==> config.mk <==
export PLATFORM = sky130hd
export DESIGN_NAME = trace_fill_buf
export DESIGN_NICKNAME = d
export VERILOG_FILES = /design/src/rtl/trace_fill_pkg.sv /design/src/rtl/trace_sess_fsm.sv /design/src/rtl/trace_fill_ctr.sv /design/src/rtl/trace_line_mem.sv /design/src/rtl/trace_fill_buf.sv
export SDC_FILE = /design/constraint.sdc
export NUM_CORES = 1
export LEC_CHECK = 0
export CAP_MARGIN = 20
export CORE_ASPECT_RATIO = 1.75
export CORE_UTILIZATION = 50
export CTS_CLUSTER_DIAMETER = 80
export DETAILED_ROUTE_END_ITERATION = 7
export DONT_BUFFER_PORTS = 1
export GPL_ROUTABILITY_DRIVEN = 0
export PLACE_DENSITY = 0.74
export SLEW_MARGIN = 30
export SYNTH_ARGS = -nofsm -noshare
export SYNTH_HDL_FRONTEND = slang
export SYNTH_SLANG_ARGS = --single-unit
==> constraint.sdc <==
create_clock -name clk -period 3.23 [get_ports clk]
set_clock_uncertainty 0.2 [all_clocks]
set_input_delay 0.1615 -clock clk [delete_from_list [all_inputs] [get_ports clk]]
set_output_delay 0.1615 -clock clk [all_outputs]
set_load 0.005 [all_outputs]
==> src/rtl/trace_fill_pkg.sv <==
package trace_fill_pkg;
    typedef enum logic [1:0] {
        ST_IDLE = 2'd0,
        ST_FILL = 2'd1,
        ST_RING = 2'd2
    } sess_st_e;
endpackage

==> src/rtl/trace_sess_fsm.sv <==
module trace_sess_fsm
    import trace_fill_pkg::*;
(
    input  logic clk,
    input  logic por_n,
    input  logic sys_rst_n,
    input  logic arm_wr,
    input  logic arm_val,
    input  logic mode_val,
    input  logic cap_stb,
    input  logic wrap_hit,
    output logic armed,
    output logic mode_end,
    output logic cap_en,
    output logic clr
);
    sess_st_e st_q, st_d;
    logic     mode_q;

    // state register
    always_ff @(posedge clk or negedge por_n) begin
        if (!por_n) begin
            st_q   <= ST_IDLE;
            mode_q <= 1'b0;
        end else begin
            st_q <= st_d;
            if (arm_wr) begin
                mode_q <= mode_val;
            end
        end
    end

    // next state
    always_comb begin
        st_d = st_q;
        if (!sys_rst_n) begin
            st_d = ST_IDLE;                         // SYSRST
        end else if (arm_wr) begin
            st_d = arm_val ? ST_FILL : ST_IDLE;     // ARM / DISARM
        end else begin
            unique case (st_q)
                ST_IDLE: st_d = ST_IDLE;
                ST_FILL: begin
                    if (cap_stb && wrap_hit) begin
                        st_d = mode_q ? ST_RING : ST_IDLE;   // WRAP / STOP
                    end
                end
                ST_RING: st_d = ST_RING;
                default: st_d = ST_IDLE;
            endcase
        end
    end

    // outputs
    always_comb begin
        armed    = (st_q != ST_IDLE);
        mode_end = mode_q;
        cap_en   = armed && cap_stb && sys_rst_n && !arm_wr;
        clr      = arm_wr && arm_val;
    end
endmodule

==> src/rtl/trace_fill_ctr.sv <==
module trace_fill_ctr #(
    parameter int ADDR_W = 6
) (
    input  logic              clk,
    input  logic              por_n,
    input  logic              clr,
    input  logic              inc,
    output logic [ADDR_W-1:0] cnt,
    output logic              full,
    output logic              wrap_hit
);
    localparam logic [ADDR_W-1:0] CNT_TOP = {ADDR_W{1'b1}};

    logic [ADDR_W-1:0] cnt_q;
    logic              full_q;

    always_ff @(posedge clk or negedge por_n) begin
        if (!por_n) begin
            cnt_q  <= '0;
            full_q <= 1'b0;
        end else if (clr) begin
            cnt_q  <= '0;
            full_q <= 1'b0;
        end else if (inc) begin
            cnt_q <= cnt_q + 1'b1;
            if (cnt_q == CNT_TOP) begin
                full_q <= 1'b1;
            end
        end
    end

    assign cnt      = cnt_q;
    assign full     = full_q;
    assign wrap_hit = (cnt_q == CNT_TOP);
endmodule

==> src/rtl/trace_line_mem.sv <==
module trace_line_mem #(
    parameter int LINE_W = 20,
    parameter int ADDR_W = 6
) (
    input  logic              clk,
    input  logic              we,
    input  logic [ADDR_W-1:0] waddr,
    input  logic [LINE_W-1:0] wdata,
    input  logic [ADDR_W-1:0] raddr,
    output logic [LINE_W-1:0] rdata
);
    localparam int DEPTH = 1 << ADDR_W;

    logic [LINE_W-1:0] line_q [DEPTH];

    for (genvar g = 0; g < DEPTH; g++) begin : g_line
        always_ff @(posedge clk) begin
            if (we && (waddr == ADDR_W'(g))) begin
                line_q[g] <= wdata;
            end
        end
    end

    assign rdata = line_q[raddr];
endmodule

==> src/rtl/trace_fill_buf.sv <==
module trace_fill_buf
    import trace_fill_pkg::*;
#(
    parameter int LINE_W = 20,
    parameter int ADDR_W = 6
) (
    input  logic              clk,
    input  logic              por_n,
    input  logic              sys_rst_n,
    input  logic              ctl_we,
    input  logic              ctl_arm,
    input  logic              ctl_mode_end,
    input  logic              cap_stb,
    input  logic [LINE_W-1:0] cap_data,
    input  logic              rd_stb,
    input  logic              rd_rewind,
    output logic [LINE_W-1:0] rd_data,
    output logic [7:0]        stat_cnt,
    output logic [7:0]        stat_sr
);
    localparam int PAD_W = 7 - ADDR_W;

    logic              arm_wr;
    logic              armed, mode_end, cap_en, clr;
    logic [ADDR_W-1:0] cnt_q;
    logic              full_q, wrap_hit;
    logic [ADDR_W-1:0] rd_ofs_q, oldest, rd_addr;
    logic [LINE_W-1:0] mem_rdata;
    logic [LINE_W-1:0] rd_data_q;

    assign arm_wr = ctl_we && sys_rst_n;

    trace_sess_fsm u_fsm (
        .clk      (clk),
        .por_n    (por_n),
        .sys_rst_n(sys_rst_n),
        .arm_wr   (arm_wr),
        .arm_val  (ctl_arm),
        .mode_val (ctl_mode_end),
        .cap_stb  (cap_stb),
        .wrap_hit (wrap_hit),
        .armed    (armed),
        .mode_end (mode_end),
        .cap_en   (cap_en),
        .clr      (clr)
    );

    trace_fill_ctr #(.ADDR_W(ADDR_W)) u_ctr (
        .clk     (clk),
        .por_n   (por_n),
        .clr     (clr),
        .inc     (cap_en),
        .cnt     (cnt_q),
        .full    (full_q),
        .wrap_hit(wrap_hit)
    );

    trace_line_mem #(.LINE_W(LINE_W), .ADDR_W(ADDR_W)) u_mem (
        .clk  (clk),
        .we   (cap_en),
        .waddr(cnt_q),
        .wdata(cap_data),
        .raddr(rd_addr),
        .rdata(mem_rdata)
    );

    // read side: offset from the oldest line
    assign oldest  = full_q ? cnt_q : '0;
    assign rd_addr = oldest + rd_ofs_q;

    always_ff @(posedge clk or negedge por_n) begin
        if (!por_n) begin
            rd_ofs_q  <= '0;
            rd_data_q <= '0;
        end else if (!sys_rst_n || clr || rd_rewind) begin
            rd_ofs_q <= '0;
        end else if (rd_stb) begin
            rd_data_q <= mem_rdata;
            rd_ofs_q  <= rd_ofs_q + 1'b1;
        end
    end

    assign rd_data  = rd_data_q;
    assign stat_cnt = {full_q, {PAD_W{1'b0}}, cnt_q};
    assign stat_sr  = {full_q, 6'b0, armed};
endmodule

* Word-level counts from Yosys, hierarchy flattened
Memory sizes are Yosys's and may differ from the RTL's. A register that Yosys moved wholly into a read port is not among the register bits.
Cells that the tools add are included.
** Operators by class
- $add $sub $neg :: 3
- Eq/ne operators :: 66
- Mux-type cells :: 331
- Reductions and logical operators :: 145
- Bitwise operators :: 1
** Operators by type and width (count)
- $mux W20 :: 63
- $reduce_or A20 Y1 :: 63
- $mux W6 :: 68
- $mux W1 :: 195
- $eq A6 B6 Y1 const B :: 32
- $eq A6 B5 Y1 const B :: 16
- $logic_and A1 B1 Y1 :: 70
- $eq A6 B4 Y1 const B :: 8
- $eq A6 B3 Y1 const B :: 4
- $add A6 B1 Y6 const B :: 2
- $eq A6 B2 Y1 const B :: 2
- $mux W2 :: 4
- $reduce_bool A2 Y1 :: 4
- $add A6 B6 Y6 :: 1
- $eq A6 B1 Y1 const B :: 1
- $logic_not A6 Y1 :: 1
- $ne A4 B2 Y1 const B :: 1
- $pmux W2 S2 :: 1
- $reduce_and A2 Y1 :: 2
- $logic_not A1 Y1 :: 3
- $eq A2 B1 Y1 const B :: 1
- $eq A2 B2 Y1 const B :: 1
- $logic_or A1 B1 Y1 :: 2
- $not A1 Y1 :: 1
** Word-level totals
- Input port bits :: 29
- Logic and storage cells :: 552
- Register bits after elaboration :: 16
- Memories :: 1
- Output and inout port bits :: 36
- Bits in writable memories :: 1280
** Memories
- u_mem.line_q :: depth 64, bits a word 20, read ports 1, clocked after Yosys merged registers in 1, wr ports 1, line trace_line_mem.sv:14 : logic [LINE_W-1:0] line_q [DEPTH];

* Longest topological paths before layout
- Depth in word-level cells :: 71
- Depth in mapped cells :: 13
- Mapped depth without buffers :: 10

* Modules after synthesis
Synthesis repeated with hierarchy kept, for this count alone.
** Unflattened totals
- Cell total of the unflattened synthesis :: 2342
- Area, all modules :: 51044.0 um^2
** By module, submodules not included
- trace_line_mem :: seq. area each 38436.9 um^2, times used 1, area an instance 49045.8 um^2, cells each 2178
- trace_fill_buf :: seq. area each 650.6 um^2, times used 1, area an instance 1465.2 um^2, cells each 113
- trace_fill_ctr :: seq. area each 175.2 um^2, times used 1, area an instance 327.8 um^2, cells each 31
- trace_sess_fsm :: seq. area each 75.1 um^2, times used 1, area an instance 205.2 um^2, cells each 20

* Worst setup path after synthesis
Ideal clock, no wire load.
- Path kind :: register -> register
- Start :: register u_ctr.cnt_q[0] (netlist: u_ctr.cnt[0])
- End :: register rd_data_q[10] (netlist: rd_data[10]) (read register of u_mem.line_q)
- Path buffers :: 3
- Cell stages (with the launch flop) :: 14
- Setup slack :: -0.145 ns
- Clock period less this slack :: 3.375 ns
- Required time :: 2.898 ns
- Arrival time :: 3.043 ns
- Library setup time :: 0.132 ns
- Cells stage by stage :: dfrtp_1 -> and2_1 -> ha_1 -> inv_1 -> fa_1 -> buf_2 -> buf_2 -> clkbuf_1 -> mux4_2 -> and2_0 -> a2111oi_0 -> a311oi_1 -> o21bai_1 -> o211ai_1
** Between the ends
- Word-level cells in the longest chain between the ends :: 2
** Ends and longest elaborated chain
- start: declaration :: line trace_fill_ctr.sv:14 : logic [ADDR_W-1:0] cnt_q;
- start signal: assignment :: line trace_fill_ctr.sv:25 : cnt_q <= cnt_q + 1'b1;
- $mux W6 :: line trace_fill_buf.sv:68 : assign oldest = full_q ? cnt_q : '0;
- $add A6 B6 Y6 :: line trace_fill_buf.sv:69 : assign rd_addr = oldest + rd_ofs_q;
- end: declaration :: line trace_fill_buf.sv:29 : logic [LINE_W-1:0] rd_data_q;
Every way passes these cells.
A chain may end at the register's enable or synchronous reset.

* Final worst setup path
- Start :: register u_ctr.full_q (netlist: u_ctr.full)
- End :: register rd_data_q[14] (netlist: rd_data[14]) (read register of u_mem.line_q)
** Between the ends
- Word-level cells in the longest chain between the ends :: 2
** Ends and longest elaborated chain
- start: declaration :: line trace_fill_ctr.sv:15 : logic full_q;
- start signal: assignment :: line trace_fill_ctr.sv:20 : full_q <= 1'b0;
- start signal: assignment :: line trace_fill_ctr.sv:23 : full_q <= 1'b0;
- start signal: assignment :: line trace_fill_ctr.sv:27 : full_q <= 1'b1;
- $mux W6 :: line trace_fill_buf.sv:68
- $add A6 B6 Y6 :: line trace_fill_buf.sv:69
Every way passes these cells.

==> impl_metrics.json <==
{
  "outcome": "finished, violations left",
  "violations": "setup timing",
  "crit_slowest_cell": "fa_4",
  "cts_tree": "yes",
  "yosysWarningCount": 0,
  "fin_nets": 2691,
  "antenna_found_initial": 1,
  "cp.required_ns": 3.60,
  "period_minus_slack_ns": 3.85,
  "final_common_cell": "edfxtp_1",
  "dp_slack_ns": -1.07,
  "n_antenna_cell": 0,
  "fp.dieH_um": 425,
  "power_density_mw_per_mm2": 536,
  "p_leak_nw": 19.4,
  "grt_max_degree": 65,
  "ys_seq_area_frac": 0.770,
  "finalCritPeriodShare": 1.19,
  "first_pass_iters": 5,
  "maxCapViolCount": 0,
  "grt_pass1_vias": 27200,
  "vias": 26100,
  "placementRows": 154,
  "grt_overflow": 0,
  "antenna_left": 0,
  "crit_path_max_fanout": 7,
  "clock_sinks": 1316,
  "finalWorstSetupSlack_ns": -0.615,
  "arrival_ns": 4.21,
  "rsz0062_at_grt": "true",
  "wl_um": 135000,
  "cts_buffer_depth": 3,
  "setup_viol": 20,
  "die_w_um": 244,
  "routed_via_density": 6.45,
  "final_cell_mix": "edfxtp_1 (1280), mux4_2 (358), buf_4 (219)",
  "first_iter_violations": 3018,
  "place.detailed.hpwl_um": 76100,
  "hold_violations": 0,
  "synth_cell_type_count": 46,
  "drv_slew": 0,
  "worst_slew_pin_slew_ns": 0.737,
  "grt_pass1_wl_um": 190000,
  "crit_chain": "and2_4 -> ha_4 -> inv_2 -> fa_4 -> buf_12 -> buf_16 -> buf_6 -> mux4_2 -> a2111oi_4 -> buf_4 -> a311oi_2 -> buf_4 -> o21bai_1 -> buf_4 -> o311ai_4",
  "endpoint_kind": "register",
  "stdcell_count": 4055,
  "port-buffer-count": 0,
  "fmax_mhz": 260,
  "drive_above_1_share": 0.368,
  "min_path_type": "input port to register",
  "core_area_mm2": 0.101,
  "avgRoutedWirePerCell_um": 33.3,
  "h-tree-depth": 3,
  "fp.dieArea_mm2": 0.103,
  "r2r_cells": 15,
  "holdWs_ns": 0.0869,
  "synth-edff-count": 1280,
  "synthFlopType": "edfxtp_1",
  "setup_tns_ns": -10.36,
  "cts-root-buf": "clkbuf_16",
  "netlist_instances": 2320,
  "ir_drop_mv": 0.695,
  "syn_area_mm2": 0.0511,
  "dp_cells": 3802,
  "area_delta_synth_final_pct": 19.2,
  "crit_top_cell": "buf_4",
  "ys_ff_latch": 1316,
  "synth-async-reset-ratio": 0.0274,
  "slew_headroom": 0.505,
  "crit_type": "register to register",
  "clk_pin_slew_ns": 0.07,
  "drc": 0,
  "avgSynthCellArea_um2": 22.0,
  "initial_core_util": 0.506,
  "critPathMaxStageDelay_ns": 0.88,
  "io_pins": 65,
  "clkLatencyLatePin_ns": 0.72,
  "start_kind": "register",
  "whs_path_depth": 3,
  "grt_usage": 0.261,
  "numCtsBuffers": 102
}
-- layer usage --
| layer | up-vias | share of wire | GRT usage |
|---|---|---|---|
| met5 | - | 0.00010 | 0 |
| met1 | 13800 | 0.33 | 0.302 |
| li1 | 10300 | - | - |
| met4 | 2 | 0.069 | 0.171 |
| met3 | 345 | 0.081 | 0.0462 |
| met2 | 1648 | 0.52 | 0.446 |
-- registers in the layout, summed over array words and instances, names as in the netlist --
signal / flops
rd_data: 20
rd_ofs_q: 6
u_ctr.cnt: 6
u_ctr.full: 1
u_fsm.mode_end: 1
u_fsm.st_q: 2
u_mem.line_q: 1280
-- where the power goes --
part           internal, W  leakage [nW]  switching, W
sequential          0.0187          12.0      0.000101
clock              0.00681          1.60       0.00590
combinational     0.000448          5.80      0.000622
-- final cells by class --
type	instances	area [µm²]
timing repair buffer	365	4330
tap	1326	1660
multi-input combinational	855	12200
inverter	8	30.0
sequential	1316	39300
clock inverter	58	574
clock buffer	127	2730
fill	6746	40100
-- cell usage after synthesis (all sizes together), types with 2 or more instances --
cell type	instances	share of area
a2111oi	40	0.0071
a21o	2	0.00029
a21oi	7	0.00076
a311oi	40	0.0069
and2	45	0.0055
and3	3	0.00037
buf	74	0.0092
clkbuf	73	0.0054
dfrtp	36	0.018
edfxtp	1280	0.75
ha	13	0.0032
inv	8	0.00059
mux2	2	0.00044
mux2i	4	0.00078
mux4	358	0.16
nand2	125	0.0092
nand3	8	0.00078
nand3b	2	0.00029
nand4	5	0.00061
nor2	119	0.0087
nor2b	3	0.00037
o21ai	4	0.00039
o21bai	22	0.0032
o311ai	19	0.0033
or2	2	0.00024
or3	3	0.00037
xnor2	5	0.0010
xor2	8	0.0014
-- timing repair --
action | in CTS | in global routing
hold endpoints to repair | 1333 | 0
resized for setup | 181 | 44
pin swaps | 27 | 33
buffers inserted | 6 | 5
endpoints found under the setup margin | 20 | 20
cloned | 5 | 2
hold buffers | 55 | 0
-- per-stage QoR --
| stage | power, W | instance area [µm²] | util |
|---|---|---|---|
| after detailed placement | 0.0198 | 55200 | 0.547 |
| final | 0.0326 | 60900 | 0.603 |
| after floorplan | 0.0196 | 51100 | - |
| after CTS | 0.0327 | 60500 | 0.599 |
| after global placement | 0.0198 | 55200 | 0.547 |
| after global routing | 0.0333 | 60900 | 0.603 |
-- cell families after synthesis --
kind of cell / after synthesis / share of synthesized area
other: 1 / 0.0000734
xor gates and xnor gates: 13 / 0.00238
DFF: 1316 / 0.770
and+or+nand+nor: 319 / 0.0271
buffers and inverters: 155 / 0.0152
muxes: 364 / 0.159
adders and majority gates: 14 / 0.00358
AOI/OAI and AO/OA: 138 / 0.0225
-- worst max-delay path, delay by kind of cell (launching register included) --
family / cells / cell delay, ns
adders and majority gates: 2 / 1.00
buffers and inverters: 7 / 0.99
AOI/OAI and AO/OA: 4 / 0.64
DFF: 1 / 0.39
muxes: 1 / 0.32
and+or+nand+nor: 1 / 0.17
-- path summary, 6_finish.rpt --
kind / startpoint / slack [ns] / endpoint
hold reg to reg: rd_ofs_q[5] / 0.39 / rd_ofs_q[5]
setup reg to reg: u_ctr.full / -0.62 / rd_data[14]
max in group asynchronous: por_n / 2.10 / rd_data[16]
setup / recovery: u_ctr.full / -0.62 / rd_data[14]
hold / removal: ctl_we / 0.09 / u_fsm.mode_end
min in group asynchronous: por_n / 0.48 / rd_data[7]
Power figures use the tool's default switching activity.
